## config.mk

```make
export PLATFORM = sky130hd
export DESIGN_NAME = adram_ctrl
export DESIGN_NICKNAME = d
export VERILOG_FILES = /design/src/rtl/adram_pkg.sv /design/src/rtl/adram_refresh_timer.sv /design/src/rtl/adram_seq.sv /design/src/rtl/adram_datapath.sv /design/src/rtl/adram_ctrl.sv
export SDC_FILE = /design/constraint.sdc
export NUM_CORES = 1
export LEC_CHECK = 0
export BUFFER_PORTS_ARGS = -buffer_cell sky130_fd_sc_hd__buf_2
export CORE_MARGIN = 1
export CORE_UTILIZATION = 51
export DETAILED_ROUTE_END_ITERATION = 6
export PLACE_DENSITY = 0.75
export SYNTH_ARGS = -nofsm -noshare
export SYNTH_HDL_FRONTEND = slang
export SYNTH_SLANG_ARGS = --single-unit
```

## constraint.sdc

```tcl
create_clock -name clk -period 3.34 [get_ports clk]
set_input_delay 0.334 -clock clk [delete_from_list [all_inputs] [get_ports clk]]
set_output_delay 0.334 -clock clk [all_outputs]
set_load 0.03 [all_outputs]
```

## src/rtl/adram_pkg.sv

```systemverilog
package adram_pkg;

  typedef enum logic [3:0] {
    ST_IDLE,
    ST_ROW_SETUP,
    ST_ROW_OPEN,
    ST_COL_SETUP,
    ST_COL_STROBE,
    ST_ROW_HOLD,
    ST_REF_SETUP,
    ST_CBR_LEAD,
    ST_REF_OPEN,
    ST_PRECHARGE
  } adram_state_e;

  function automatic int unsigned umax(input int unsigned a, input int unsigned b);
    return (a > b) ? a : b;
  endfunction

endpackage

```

## src/rtl/adram_refresh_timer.sv

```systemverilog
module adram_refresh_timer #(
  parameter int unsigned REF_PER = 400,
  parameter int unsigned ROW_W   = 6
) (
  input  logic             clk,
  input  logic             rst_n,
  input  logic             ref_ack,
  input  logic             row_adv,
  output logic             ref_pend,
  output logic [ROW_W-1:0] ref_row
);

  localparam int unsigned TW = (REF_PER > 1) ? $clog2(REF_PER) : 1;

  logic [TW-1:0]    tick_q, tick_d;
  logic             pend_q, pend_d;
  logic [ROW_W-1:0] row_q, row_d;
  logic             wrap;

  assign wrap = (tick_q == TW'(REF_PER - 1));

  always_comb begin
    tick_d = wrap ? '0 : tick_q + 1'b1;
    pend_d = pend_q;
    if (ref_ack) pend_d = 1'b0;
    if (wrap)    pend_d = 1'b1;
    row_d  = row_q;
    if (row_adv) row_d = row_q + 1'b1;
  end

  always_ff @(posedge clk or negedge rst_n) begin
    if (!rst_n) begin
      tick_q <= '0;
      pend_q <= 1'b0;
      row_q  <= '0;
    end else begin
      tick_q <= tick_d;
      pend_q <= pend_d;
      if (row_adv) row_q <= row_d;
    end
  end

  assign ref_pend = pend_q;
  assign ref_row  = row_q;

endmodule

```

## src/rtl/adram_seq.sv

```systemverilog
module adram_seq
  import adram_pkg::*;
#(
  parameter int unsigned T_RCD = 2,
  parameter int unsigned T_CAS = 2,
  parameter int unsigned T_RAS = 6,
  parameter int unsigned T_RP  = 3
) (
  input  logic         clk,
  input  logic         rst_n,
  input  logic         req_valid,
  input  logic         ref_pend,
  input  logic         ref_cbr,
  input  logic         is_write,
  output logic         req_ready,
  output logic         accept,
  output logic         ref_ack,
  output logic         row_adv,
  output logic         cap_en,
  output logic         cbr_q,
  output adram_state_e state,
  output logic         ras_n,
  output logic         cas_n,
  output logic         we_n,
  output logic         oe_n,
  output logic         dq_oe
);

  localparam int unsigned T_ACC  = T_RCD + 1 + T_CAS;
  localparam int unsigned T_TAIL = (T_RAS > T_ACC) ? (T_RAS - T_ACC) : 1;
  localparam int unsigned T_MAX  = umax(umax(T_RCD, T_CAS), umax(umax(T_RAS, T_RP), T_TAIL));
  localparam int unsigned CNT_W  = $clog2(T_MAX + 1);

  adram_state_e st_q, st_d;
  logic [CNT_W-1:0] cnt_q, cnt_d;
  logic cbr_d, cnt_zero;

  assign cnt_zero = (cnt_q == '0);

  always_comb begin
    st_d    = st_q;
    cnt_d   = cnt_zero ? cnt_q : cnt_q - 1'b1;
    cbr_d   = cbr_q;
    accept  = 1'b0;
    ref_ack = 1'b0;
    row_adv = 1'b0;
    cap_en  = 1'b0;
    unique case (st_q)
      ST_IDLE: begin
        if (ref_pend) begin
          ref_ack = 1'b1;
          cbr_d   = ref_cbr;
          st_d    = ref_cbr ? ST_CBR_LEAD : ST_REF_SETUP;
        end else if (req_valid) begin
          accept = 1'b1;
          st_d   = ST_ROW_SETUP;
        end
      end
      ST_ROW_SETUP: begin
        st_d  = ST_ROW_OPEN;
        cnt_d = CNT_W'(T_RCD - 1);
      end
      ST_ROW_OPEN: if (cnt_zero) st_d = ST_COL_SETUP;
      ST_COL_SETUP: begin
        st_d  = ST_COL_STROBE;
        cnt_d = CNT_W'(T_CAS - 1);
      end
      ST_COL_STROBE: if (cnt_zero) begin
        cap_en = !is_write;
        st_d   = ST_ROW_HOLD;
        cnt_d  = CNT_W'(T_TAIL - 1);
      end
      ST_ROW_HOLD: if (cnt_zero) begin
        st_d  = ST_PRECHARGE;
        cnt_d = CNT_W'(T_RP - 1);
      end
      ST_REF_SETUP, ST_CBR_LEAD: begin
        st_d  = ST_REF_OPEN;
        cnt_d = CNT_W'(T_RAS - 1);
      end
      ST_REF_OPEN: if (cnt_zero) begin
        row_adv = !cbr_q;
        st_d    = ST_PRECHARGE;
        cnt_d   = CNT_W'(T_RP - 1);
      end
      ST_PRECHARGE: if (cnt_zero) st_d = ST_IDLE;
      default: st_d = ST_IDLE;
    endcase
  end

  always_ff @(posedge clk or negedge rst_n) begin
    if (!rst_n) begin
      st_q  <= ST_IDLE;
      cnt_q <= '0;
      cbr_q <= 1'b0;
    end else begin
      st_q  <= st_d;
      cnt_q <= cnt_d;
      if (ref_ack) cbr_q <= cbr_d;
    end
  end

  logic col_phase;
  assign col_phase = (st_q == ST_COL_SETUP) || (st_q == ST_COL_STROBE);

  assign state     = st_q;
  assign req_ready = (st_q == ST_IDLE) && !ref_pend;
  assign ras_n     = !((st_q == ST_ROW_OPEN) || (st_q == ST_COL_SETUP) ||
                       (st_q == ST_COL_STROBE) || (st_q == ST_ROW_HOLD) ||
                       (st_q == ST_REF_OPEN));
  assign cas_n     = !((st_q == ST_COL_STROBE) || (st_q == ST_CBR_LEAD) ||
                       ((st_q == ST_REF_OPEN) && cbr_q));
  assign we_n      = !(is_write && col_phase);
  assign oe_n      = !(!is_write && col_phase);
  assign dq_oe     = is_write && col_phase;

endmodule

```

## src/rtl/adram_datapath.sv

```systemverilog
module adram_datapath
  import adram_pkg::*;
#(
  parameter int unsigned ROW_W  = 6,
  parameter int unsigned COL_W  = 5,
  parameter int unsigned DATA_W = 8,
  parameter int unsigned AW     = 6
) (
  input  logic                   clk,
  input  logic                   rst_n,
  input  logic                   accept,
  input  logic                   req_write,
  input  logic [ROW_W+COL_W-1:0] req_addr,
  input  logic [DATA_W-1:0]      req_wdata,
  input  adram_state_e           state,
  input  logic                   cbr_q,
  input  logic [ROW_W-1:0]       ref_row,
  input  logic                   cap_en,
  input  logic [DATA_W-1:0]      dq_in,
  output logic                   is_write,
  output logic [AW-1:0]          dram_addr,
  output logic [DATA_W-1:0]      dq_out,
  output logic                   rd_valid,
  output logic [DATA_W-1:0]      rd_data
);

  logic [ROW_W+COL_W-1:0] addr_q;
  logic                   wr_q;
  logic [DATA_W-1:0]      wdata_q;
  logic [DATA_W-1:0]      rdata_q;
  logic                   rvld_q;
  logic [ROW_W-1:0]       row_f;
  logic [COL_W-1:0]       col_f;

  assign row_f = addr_q[ROW_W+COL_W-1:COL_W];
  assign col_f = addr_q[COL_W-1:0];

  always_ff @(posedge clk or negedge rst_n) begin
    if (!rst_n) begin
      addr_q  <= '0;
      wr_q    <= 1'b0;
      wdata_q <= '0;
      rdata_q <= '0;
      rvld_q  <= 1'b0;
    end else begin
      if (accept) begin
        addr_q  <= req_addr;
        wr_q    <= req_write;
        wdata_q <= req_wdata;
      end
      if (cap_en) rdata_q <= dq_in;
      rvld_q <= cap_en;
    end
  end

  always_comb begin
    unique case (state)
      ST_ROW_SETUP, ST_ROW_OPEN:                dram_addr = AW'(row_f);
      ST_COL_SETUP, ST_COL_STROBE, ST_ROW_HOLD: dram_addr = AW'(col_f);
      ST_REF_SETUP, ST_REF_OPEN:                dram_addr = cbr_q ? '0 : AW'(ref_row);
      default:                                  dram_addr = '0;
    endcase
  end

  assign is_write = wr_q;
  assign dq_out   = wdata_q;
  assign rd_valid = rvld_q;
  assign rd_data  = rdata_q;

endmodule

```

## src/rtl/adram_ctrl.sv

```systemverilog
module adram_ctrl
  import adram_pkg::*;
#(
  parameter int unsigned ROW_W     = 6,
  parameter int unsigned COL_W     = 5,
  parameter int unsigned DATA_W    = 8,
  parameter int unsigned T_RCD     = 2,
  parameter int unsigned T_CAS     = 2,
  parameter int unsigned T_RAS     = 6,
  parameter int unsigned T_RP      = 3,
  parameter int unsigned REF_TOTAL = 25600
) (
  input  logic                                       clk,
  input  logic                                       rst_n,
  input  logic                                       ref_cbr,
  input  logic                                       req_valid,
  output logic                                       req_ready,
  input  logic                                       req_write,
  input  logic [ROW_W+COL_W-1:0]                     req_addr,
  input  logic [DATA_W-1:0]                          req_wdata,
  output logic                                       rd_valid,
  output logic [DATA_W-1:0]                          rd_data,
  output logic [((ROW_W > COL_W) ? ROW_W : COL_W)-1:0] dram_addr,
  output logic                                       dram_ras_n,
  output logic                                       dram_cas_n,
  output logic                                       dram_we_n,
  output logic                                       dram_oe_n,
  output logic [DATA_W-1:0]                          dram_dq_out,
  output logic                                       dram_dq_oe,
  input  logic [DATA_W-1:0]                          dram_dq_in
);

  localparam int unsigned AW      = umax(ROW_W, COL_W);
  localparam int unsigned NROWS   = 2 ** ROW_W;
  localparam int unsigned REF_PER = (REF_TOTAL / NROWS > 0) ? REF_TOTAL / NROWS : 1;

  logic [1:0] rst_sync_q;
  logic       rst_int_n;

  always_ff @(posedge clk or negedge rst_n) begin
    if (!rst_n) rst_sync_q <= '0;
    else        rst_sync_q <= {rst_sync_q[0], 1'b1};
  end
  assign rst_int_n = rst_sync_q[1];

  logic             ref_pend, ref_ack, row_adv, accept, cap_en, cbr_q, is_write;
  logic [ROW_W-1:0] ref_row;
  adram_state_e     state;

  adram_refresh_timer #(.REF_PER(REF_PER), .ROW_W(ROW_W)) timer_i (
    .clk      (clk),
    .rst_n    (rst_int_n),
    .ref_ack  (ref_ack),
    .row_adv  (row_adv),
    .ref_pend (ref_pend),
    .ref_row  (ref_row)
  );

  adram_seq #(.T_RCD(T_RCD), .T_CAS(T_CAS), .T_RAS(T_RAS), .T_RP(T_RP)) seq_i (
    .clk       (clk),
    .rst_n     (rst_int_n),
    .req_valid (req_valid),
    .ref_pend  (ref_pend),
    .ref_cbr   (ref_cbr),
    .is_write  (is_write),
    .req_ready (req_ready),
    .accept    (accept),
    .ref_ack   (ref_ack),
    .row_adv   (row_adv),
    .cap_en    (cap_en),
    .cbr_q     (cbr_q),
    .state     (state),
    .ras_n     (dram_ras_n),
    .cas_n     (dram_cas_n),
    .we_n      (dram_we_n),
    .oe_n      (dram_oe_n),
    .dq_oe     (dram_dq_oe)
  );

  adram_datapath #(.ROW_W(ROW_W), .COL_W(COL_W), .DATA_W(DATA_W), .AW(AW)) dp_i (
    .clk       (clk),
    .rst_n     (rst_int_n),
    .accept    (accept),
    .req_write (req_write),
    .req_addr  (req_addr),
    .req_wdata (req_wdata),
    .state     (state),
    .cbr_q     (cbr_q),
    .ref_row   (ref_row),
    .cap_en    (cap_en),
    .dq_in     (dram_dq_in),
    .is_write  (is_write),
    .dram_addr (dram_addr),
    .dq_out    (dram_dq_out),
    .rd_valid  (rd_valid),
    .rd_data   (rd_data)
  );

endmodule

```

==> reports/metrics.cfg <==
[synthesis]
yosysSeqAreaShare=0.509
synth_edf_count=0
syn_nets=255
ys_seq_elements=55
synth_ff_type=dfrtp_1
syn_inst=219
async_reset_ff_frac=1.00
syn_avg_cell_area_sq_um=12.3
syn-cell-area_sq_um=2700
yosysWarnings=0
ys_types=47

[clock_network]
cts_setup_buffers=0
tritoncts=done
cts-root-buf=clkbuf_8
clockBufferDepth=2
clk_pin_slew_ps=90
cts_buffers=5
clkSinkCount=55
h-tree-depth=2
worstSkewPairLatency_ps=310

[place]
routabilityCongestion=0.792
dp_slack_ps=1030
dpl.hpwl_microns=3390
post_dp_cell_area_sq_um=3040
io_buffers=60

[timing]
relSlewSlack=0.544
timing.hold.ws_ps=246
setup_violations=0
skew_ps=9.22
grt_setup_unrepaired=false
hold_violations=0
min_period_ps=2670
fmax_mhz=375
min_period_over_period=0.799
final-max-slew-violation-count=0
setup_tns_ps=0
fin_ws_ps=670
tightest_slew_ps=679

[setup_path]
slowest_stage=dfrtp_1
r2r-start=seq_i.state[2]
cp.arrival_ps=2340
start_kind=flip-flop
cp-startpoint=seq_i.state[3]
max_stage_delay_ps=640
critPathKind=flip-flop to primary output
path_cells=or3b_2 > a211oi_2 > a222oi_1 > inv_1 > buf_2
cp-end-kind=primary output
worstPathMaxFanout=17
crit_required_ps=3010

[final_layout]
final_common_cell=buf_2
drive_above_1_share=0.387
area_delta_synth_final_pct=16.3
layout_common_cells=buf_2 (60), dfrtp_1 (54), mux2_4 (28), inv_1 (11)
antenna_cells=0
ff_latch_area_sq_um=1380
fillers=409
nets=314
multi_input_area_sq_um=1220
final_area_sq_um=3150

[global_routing]
grt_pass1_wl_microns=7510
grt_max_degree=30
track_usage=0.182
antenna_found_initial=0
grt_pass1_vias=1615
gr-total-overflow=0

[die]
die_area_sq_um=5600
die_w_microns=74.8
start_util=0.529
coreArea_sq_um=5110
ios=61
die_h_microns=74.8
rows=26

[route]
wl_per_cell_microns=13.7
dr.pass1.iters=4
ant_nets=0
drc=0
routed_wl_microns=4780
routed-via-count=1823
drt_iter0_drc=108
drt-vias-per-instance=5.22

[power_and_ir_drop]
peakVddDrop_uv=554
p_per_area_nw_per_um2=979
power_leakage_nw=1.61
p_total_mw=3.08

[worst_hold_path]
hp-start=req_wdata[0]
hp-class=input port to flip-flop

[run_status]
status=completed

[job]
cap_violations=0

## sequential cells by signal, summed over array words and instances (netlist names)
register	cells
dp_i.dq_out	8
timer_i.tick_q	9
seq_i.cnt_q	3
dp_i.addr_q	11
dp_i.rd_valid	1
dp_i.is_write	1
seq_i.cbr_q	1
seq_i.state	4
rst_sync_q	2
timer_i.ref_pend	1
timer_i.ref_row	6
dp_i.rd_data	8
## cell usage after synthesis (5+ instances only)
master | instances | area [sq um]
nand2b_1 | 5 | 31.3
inv_1 | 11 | 41.3
o21ai_0 | 5 | 25.0
nand2_1 | 10 | 37.5
a21oi_1 | 9 | 45.0
mux2_4 | 28 | 420
nand3_1 | 5 | 25.0
xnor2_1 | 8 | 70.1
nor2_1 | 10 | 37.5
dfrtp_1 | 55 | 1380
a222oi_1 | 5 | 50.1
## power breakdown
group	internal, mW	switching, mW
logic	0.691	0.886
registers	0.894	0.226
clock network	0.170	0.214
## stage by stage
step,cells,util
final,349,0.616
after global routing,349,0.616
after CTS,349,0.616
after detailed placement,340,0.595
after global placement,340,0.595
after floorplan,219,-
## cell type report
| class | count | area share |
|---|---|---|
| clock inverter | 2 | 0.00438 |
| multi-input combinational | 142 | 0.387 |
| clock buffer | 6 | 0.0263 |
| timing repair buffer | 63 | 0.103 |
| sequential | 55 | 0.438 |
| tap | 70 | 0.0278 |
| inverter | 11 | 0.0131 |
## path summary, 6_finish.rpt
kind                                   endpoint  slack, ps  cells after the start
worst max-delay path               dram_addr[1]        670                      5
worst min-delay path             dp_i.dq_out[0]        250                      2
worst max register to register  dp_i.rd_data[3]       1110                      3
worst min register to register   dp_i.dq_out[3]        290                      0
max in group asynchronous         dp_i.rd_valid       2320                      1
min in group asynchronous        dp_i.dq_out[3]        290                      0
## cells by family (layout without fill, tap and decap cells)
family,count (synthesis),count (layout),share of synthesized area
xor+xnor,11,11,0.0356
compound gates,35,35,0.0902
simple gates,57,57,0.124
flops,55,55,0.509
other cells,1,1,0.00139
mux,34,34,0.180
buf+inv,22,82,0.0407
fa+ha+maj,4,4,0.0185
## routing by layer
layer  track usage  wire length (microns)  vias to the layer above
li1              -                      -                      896
met1         0.257                   2330                      870
met2         0.273                   2160                       53
met3        0.0428                    235                        4
met4        0.0671                     51                        0
met5             0                      0                        -
## timing repair
item                                    in CTS  in global routing
gates resized for setup                      0                  0
hold buffers                                 1                  0
endpoints found under the setup margin       0                  0
hold endpoints to repair                     2                  0
## critical path: cells and delay by family, from the launching register on
family / cells / cell delay, ps
compound gates: 2 / 610
buf+inv: 2 / 280
flops: 1 / 640
simple gates: 1 / 500
Note: power is estimated with default switching activity, not from simulation.
